===== src/rtl/dkst_pkg.sv =====
package dkst_pkg;
   // main status byte bit positions (host software decodes these)
   localparam int ST_IDLE   = 7;
   localparam int ST_IDX    = 6;
   localparam int ST_NRDY   = 5;
   localparam int ST_NFLT   = 4;
   localparam int ST_TMO    = 3;
   localparam int ST_SEEK   = 2;
   localparam int ST_XDONE  = 1;
   localparam int ST_NTRK0  = 0;
   // auxiliary nibble bit positions
   localparam int AX_SEEKED = 0;
   localparam int AX_RETRY  = 1;

   typedef struct packed {
      logic busy;
      logic rd_dir;
      logic timed_out;
      logic xfer_done;
      logic seeked;
      logic retry;
      logic idx_lvl;
      logic abort;
   } dkst_state_t;

   function automatic logic [1:0] rev_code(input int rev);
      return 2'(3 - rev);
   endfunction
endpackage


===== src/rtl/dkst_sync.sv =====
module dkst_sync #(
   parameter int WIDTH  = 1,
   parameter int STAGES = 2
) (
   input  logic             clk,
   input  logic             rst_n,
   input  logic [WIDTH-1:0] d_i,
   output logic [WIDTH-1:0] q_o
);
   if (STAGES < 2) begin : g_bad_stages
      $error("dkst_sync: STAGES must be at least 2");
   end

   logic [WIDTH-1:0] stg [STAGES];

   always_ff @(posedge clk or negedge rst_n) begin
      if (!rst_n) begin
         for (int i = 0; i < STAGES; i++) stg[i] <= '0;
      end else begin
         stg[0] <= d_i;
         for (int i = 1; i < STAGES; i++) stg[i] <= stg[i-1];
      end
   end

   assign q_o = stg[STAGES-1];
endmodule


===== src/rtl/dkst_rise.sv =====
module dkst_rise (
   input  logic clk,
   input  logic rst_n,
   input  logic lvl_i,
   output logic rise_o
);
   logic prev_q;

   always_ff @(posedge clk or negedge rst_n) begin
      if (!rst_n) prev_q <= 1'b0;
      else        prev_q <= lvl_i;
   end

   assign rise_o = lvl_i & ~prev_q;
endmodule


===== src/rtl/dkst_watchdog.sv =====
module dkst_watchdog #(
   parameter int LIMIT = 8
) (
   input  logic clk,
   input  logic rst_n,
   input  logic restart_i,
   input  logic run_i,
   input  logic tick_i,
   output logic expire_o
);
   localparam int CW = $clog2(LIMIT + 1);
   localparam logic [CW-1:0] LAST = CW'(LIMIT - 1);

   if (LIMIT < 1) begin : g_bad_limit
      $error("dkst_watchdog: LIMIT must be at least 1");
   end

   logic [CW-1:0] cnt_q;

   always_ff @(posedge clk or negedge rst_n) begin
      if (!rst_n)                cnt_q <= '0;
      else if (restart_i)        cnt_q <= '0;
      else if (run_i && tick_i)  cnt_q <= cnt_q + 1'b1;
   end

   assign expire_o = run_i && tick_i && (cnt_q == LAST);
endmodule


===== src/rtl/dkst_status.sv =====
module dkst_status
   import dkst_pkg::*;
#(
   parameter int NUM_DRIVES   = 4,
   parameter int TIMEOUT_REVS = 8,
   parameter int REVISION     = 0,
   parameter int SYNC_STAGES  = 2
) (
   input  logic                  clk,
   input  logic                  rst_n,
   input  logic                  idx_raw_i,
   input  logic                  drv_ready_i,
   input  logic                  drv_fault_i,
   input  logic                  drv_trk0_i,
   input  logic [NUM_DRIVES-1:0] seek_raw_i,
   input  logic                  cmd_strobe_i,
   input  logic                  cmd_xfer_i,
   input  logic                  cmd_read_i,
   input  logic                  xfer_done_i,
   input  logic                  crc_nonzero_i,
   output logic [7:0]            status_o,
   output logic [3:0]            aux_o,
   output logic                  busy_o,
   output logic                  abort_o
);
   localparam int SW = NUM_DRIVES + 1;
   localparam logic [1:0] REV_BITS = rev_code(REVISION);

   if (NUM_DRIVES < 1 || NUM_DRIVES > 8) begin : g_bad_drives
      $error("dkst_status: NUM_DRIVES must be 1..8");
   end
   if (REVISION < 0 || REVISION > 3) begin : g_bad_rev
      $error("dkst_status: REVISION must be 0..3");
   end

   // synchronise index and seek lines together
   logic [SW-1:0]         sync_q;
   logic                  idx_s;
   logic [NUM_DRIVES-1:0] seek_s;

   dkst_sync #(.WIDTH(SW), .STAGES(SYNC_STAGES)) u_sync (
      .clk   (clk),
      .rst_n (rst_n),
      .d_i   ({idx_raw_i, seek_raw_i}),
      .q_o   (sync_q)
   );
   assign idx_s  = sync_q[SW-1];
   assign seek_s = sync_q[NUM_DRIVES-1:0];

   logic all_seek;
   if (NUM_DRIVES == 1) begin : g_one_drive
      assign all_seek = seek_s[0];
   end else begin : g_many_drives
      assign all_seek = &seek_s;
   end

   logic idx_rise, seek_rise;
   dkst_rise u_idx_rise  (.clk(clk), .rst_n(rst_n), .lvl_i(idx_s),    .rise_o(idx_rise));
   dkst_rise u_seek_rise (.clk(clk), .rst_n(rst_n), .lvl_i(all_seek), .rise_o(seek_rise));

   dkst_state_t st_q, st_d;
   logic        wd_expire;

   dkst_watchdog #(.LIMIT(TIMEOUT_REVS)) u_wd (
      .clk       (clk),
      .rst_n     (rst_n),
      .restart_i (cmd_strobe_i),
      .run_i     (st_q.busy),
      .tick_i    (idx_rise),
      .expire_o  (wd_expire)
   );

   always_comb begin
      st_d       = st_q;
      st_d.abort = 1'b0;
      if (idx_rise) st_d.idx_lvl = ~st_q.idx_lvl;
      if (cmd_strobe_i) begin
         // a new command wipes every sticky result
         st_d.busy      = cmd_xfer_i;
         st_d.rd_dir    = cmd_read_i;
         st_d.timed_out = 1'b0;
         st_d.xfer_done = 1'b0;
         st_d.seeked    = 1'b0;
         st_d.retry     = 1'b0;
      end else begin
         if (st_q.busy && xfer_done_i) begin
            st_d.busy      = 1'b0;
            st_d.xfer_done = 1'b1;
            if (st_q.rd_dir && crc_nonzero_i) st_d.retry = 1'b1;
         end else if (wd_expire) begin
            st_d.busy      = 1'b0;
            st_d.timed_out = 1'b1;
            st_d.abort     = 1'b1;
         end
         if (seek_rise) st_d.seeked = 1'b1;
      end
   end

   always_ff @(posedge clk or negedge rst_n) begin
      if (!rst_n) st_q <= '0;
      else        st_q <= st_d;
   end

   always_comb begin
      status_o           = '0;
      status_o[ST_IDLE]  = ~st_q.busy;
      status_o[ST_IDX]   = st_q.idx_lvl;
      status_o[ST_NRDY]  = ~drv_ready_i;
      status_o[ST_NFLT]  = ~drv_fault_i;
      status_o[ST_TMO]   = st_q.timed_out;
      status_o[ST_SEEK]  = all_seek;
      status_o[ST_XDONE] = st_q.xfer_done;
      status_o[ST_NTRK0] = ~drv_trk0_i;
   end

   assign aux_o   = {REV_BITS, st_q.retry, st_q.seeked};
   assign busy_o  = st_q.busy;
   assign abort_o = st_q.abort;
endmodule


===== config.mk =====
export PLATFORM = sky130hd
export DESIGN_NAME = dkst_status
export DESIGN_NICKNAME = d
export VERILOG_FILES = /design/src/rtl/dkst_pkg.sv /design/src/rtl/dkst_sync.sv /design/src/rtl/dkst_rise.sv /design/src/rtl/dkst_watchdog.sv /design/src/rtl/dkst_status.sv
export SDC_FILE = /design/constraint.sdc
export NUM_CORES = 1
export LEC_CHECK = 0
export BUFFER_PORTS_ARGS = -buffer_cell sky130_fd_sc_hd__buf_2
export CAP_MARGIN = 20
export CELL_PAD_IN_SITES_DETAIL_PLACEMENT = 1
export CELL_PAD_IN_SITES_GLOBAL_PLACEMENT = 1
export CORE_UTILIZATION = 30
export DETAILED_ROUTE_END_ITERATION = 8
export PLACE_DENSITY = 0.75
export SYNTH_ARGS = -nofsm -noshare
export SYNTH_HDL_FRONTEND = slang
export SYNTH_SLANG_ARGS = --single-unit

===== constraint.sdc =====
create_clock -name clk -period 1.4 [get_ports clk]
set_input_delay 0.21 -clock clk [delete_from_list [all_inputs] [get_ports clk]]
set_output_delay 0.21 -clock clk [all_outputs]
set_load 0.01 [all_outputs]

==> impl_metrics.tcl <==
set metrics [dict create \
    outcome "completed" \
    r2r_start "u_wd.cnt_q[1]" \
    period_share_pct 97.7 \
    slew_headroom_pct 64.7 \
    p_leak_nw 0.585 \
    ir_drop_mv 0.619 \
    cts_htree_levels 1 \
    wl_per_cell_um 12.8 \
    end_kind "register" \
    cp_slowest_cell "or4_4" \
    clock_skew_ns 0.00373 \
    rsz0062_at_grt "yes" \
    power.density_nw_per_um2 1200 \
    cp_cell_sequence "ha_2 -> nand3b_1 -> or4_4 -> a21oi_2" \
    grt_start_max_net_pins 25 \
    cts_buffer_depth 2 \
    drive_gt1_share_pct 38.8 \
    drt_iter0_markers 3 \
    layout_setup_ws_ns 0.0318 \
    use_met1_pct 13.4 \
    setup.worst_path.class "reg2reg" \
    io_pins 29 \
    clk_pin_slew_worst_paths_ns 0.13 \
    grt_pass1_wl_mm 2.87 \
    min_path_type "in2reg" \
    arrival_ns 1.62 \
    r2r_cells 4 \
    drv_cap 0 \
    cts_tree "done" \
    antenna_cells 0 \
    layout.nets 120 \
    clk_latency_ns 0.31 \
    max_stage_delay_ns 0.50 \
    hold_viol 0 \
    tns_ns 0 \
    grt-busiest-layer "met2" \
    core-area_um2 2780 \
    root_buffer "clkbuf_4" \
    synth_area_leader_cell "dfrtp_1" \
    totalWireLength_mm 1.71 \
    dp_hpwl_mm 1.25 \
    dpl_worst_slack_ns -0.000395 \
    gp_congestion 0.775 \
    r2r_setup_slack_ns 0.03 \
    grt_util_met3_pct 4.61 \
    avgSynthCellArea_um2 12.7 \
    synth_seq_area_share_pct 67.3 \
    syn-instance-count 70 \
    ant_nets 0 \
    die_w_um 56.5 \
    vias 608 \
    rr_endpoint "status_o[3]" \
    ys_top_cells_by_area "dfrtp_1 67%, buf_4 6.7%, nor2_1 3.4%, inv_1 2.1%, xor2_1 2.0%" \
    overflow 0 \
    cts_buffers 3 \
    period_needed_ns 1.37 \
    antenna_found_initial 0 \
    final-seq-area_um2 601 \
    worstSetupStartpoint "u_wd.cnt_q[1]" \
    fp.dieH_um 56.5 \
    syn_to_final_growth_pct 29.3 \
    cp_max_fo 2 \
    synth_seq_cells 24 \
    max_freq_ghz 0.731 \
    drv_slew 0 \
    grt_use_met2_pct 21.3 \
    drc 0 \
    grtUsageTotal_pct 11.9 \
    synth_cell_type_count 25 \
    finalPower_mw 1.39 \
    worst_pin_slew_ns 0.529 \
    crit_family "simple AND/OR/NAND/NOR gates" \
    synth_top_area_share_pct 67.3 \
    first_pass_iters 4 \
    path_depth 4 \
    nFillCells 314 \
    cp-start-kind "register" \
    synth.cell_area_um2 892 \
    min-delay-start "cmd_xfer_i" \
    final_util_pct 41.5 \
    via_per_inst 4.54 \
    cts.sinks 24 \
    path_buf_inv 0 \
    rows 19 \
    die_area_um2 3200 \
    yosys_warnings 0 \
    numPortBuffers 26 \
    cp.required_ns 1.65 \
    multiInputGateArea_um2 211 \
    setup_viol 0 \
    start_util_pct 32.1 \
    endpoint "status_o[3]" \
    grt_pass1_vias 642 \
]
## synthesized netlist by cell type, drive strengths merged
cell,n
nand3b,2
nand2,1
clkbuf,1
o21ai,1
o41ai,1
or3,1
ha,1
inv,6
buf,8
dfrtp,24
conb,1
nand2b,1
a21oi,4
xor2,2
or4,1
mux2i,1
nand3,1
and4,1
a41oi,1
nor2,8
xnor2,1
mux2,1
nand4b,1
## metrics by stage
step	hold slack [ns]	instance area, um2	std cells
floorplan	-0.0856	896	71
global placement	0.208	1010	120
detailed placement	0.220	1010	120
CTS	0.0966	1140	132
global route	0.0961	1150	134
finish	0.110	1150	134
## placed cells by master, fill, tap and decap left out, types with 2 or more instances in the layout
cell type and n:
buf_2 26, dfrtp_1 24, nor2_1 8, dlygate4sd3_1 6
inv_1 5, buf_4 5, a21oi_1 3, clkbuf_4 3
nand3b_1 2, xor2_1 2, conb_1 2
## report_power, final
part	switching [mW]	internal, mW
sequential	0.0227	0.735
combinational	0.0712	0.0701
clock	0.201	0.289
## registers in the layout, indices dropped and copies added (netlist names)
register and count:
st_q 1, aux_o 2, u_sync.stg 5, status_o 3, u_idx_rise.prev_q 1, u_wd.cnt_q 4
abort_o 1, busy_o 1, u_seek_rise.prev_q 1, u_sync.q_o 5
## tightest hold or removal path, stage by stage
cell and delay (ns):
buf_2 0.08, nand2_1 0.05, o41ai_1 0.05
## cells by family after synthesis
| group | count (synthesis) | synth area share (%) |
|---|---|---|
| buffers and inverters | 15 | 9.68 |
| multiplexers | 2 | 2.38 |
| XOR/XNOR | 3 | 2.95 |
| other | 1 | 0.420 |
| flip-flops | 24 | 67.3 |
| adder cells (fa/ha/maj) | 1 | 1.40 |
| AO/OA/AOI/OAI | 7 | 5.19 |
| AND/OR/NAND/NOR | 17 | 10.7 |
## routing by layer
metal  part of all wire (%)  vias to the layer above
met1                     42                      299
li1                       -                      283
met5                      0                        -
met4                   0.23                        0
met3                    6.6                        2
met2                     52                       24
## worst min-delay path by stage
stage	to	slack (ns)	cells past startpoint
detailed placement	u_wd.cnt_q[0]	0.22	1
floorplan	abort_o	-0.09	0
global placement	u_wd.cnt_q[3]	0.21	1
CTS	busy_o	0.1	3
global route	busy_o	0.1	3
finish	busy_o	0.11	3
## repair_timing
action / in CTS / in global routing
hold buffers: 6 / 0
pin swaps: 0 / 2
setup endpoints to repair: 1 / 2
endpoints found under the hold margin: 29 / 0
gates resized for setup: 0 / 1
buffers inserted: 2 / 2
## area by class of cell
type / instances / share of cell area (%)
Clock buffer: 3 / 1.95
Multi-Input combinational cell: 32 / 18.3
Clock inverter: 1 / 2.60
Inverter: 6 / 1.95
Timing Repair Buffer: 37 / 19.7
Tap cell: 31 / 3.36
Sequential cell: 24 / 52.1
Power figures use the tool's default switching activity.
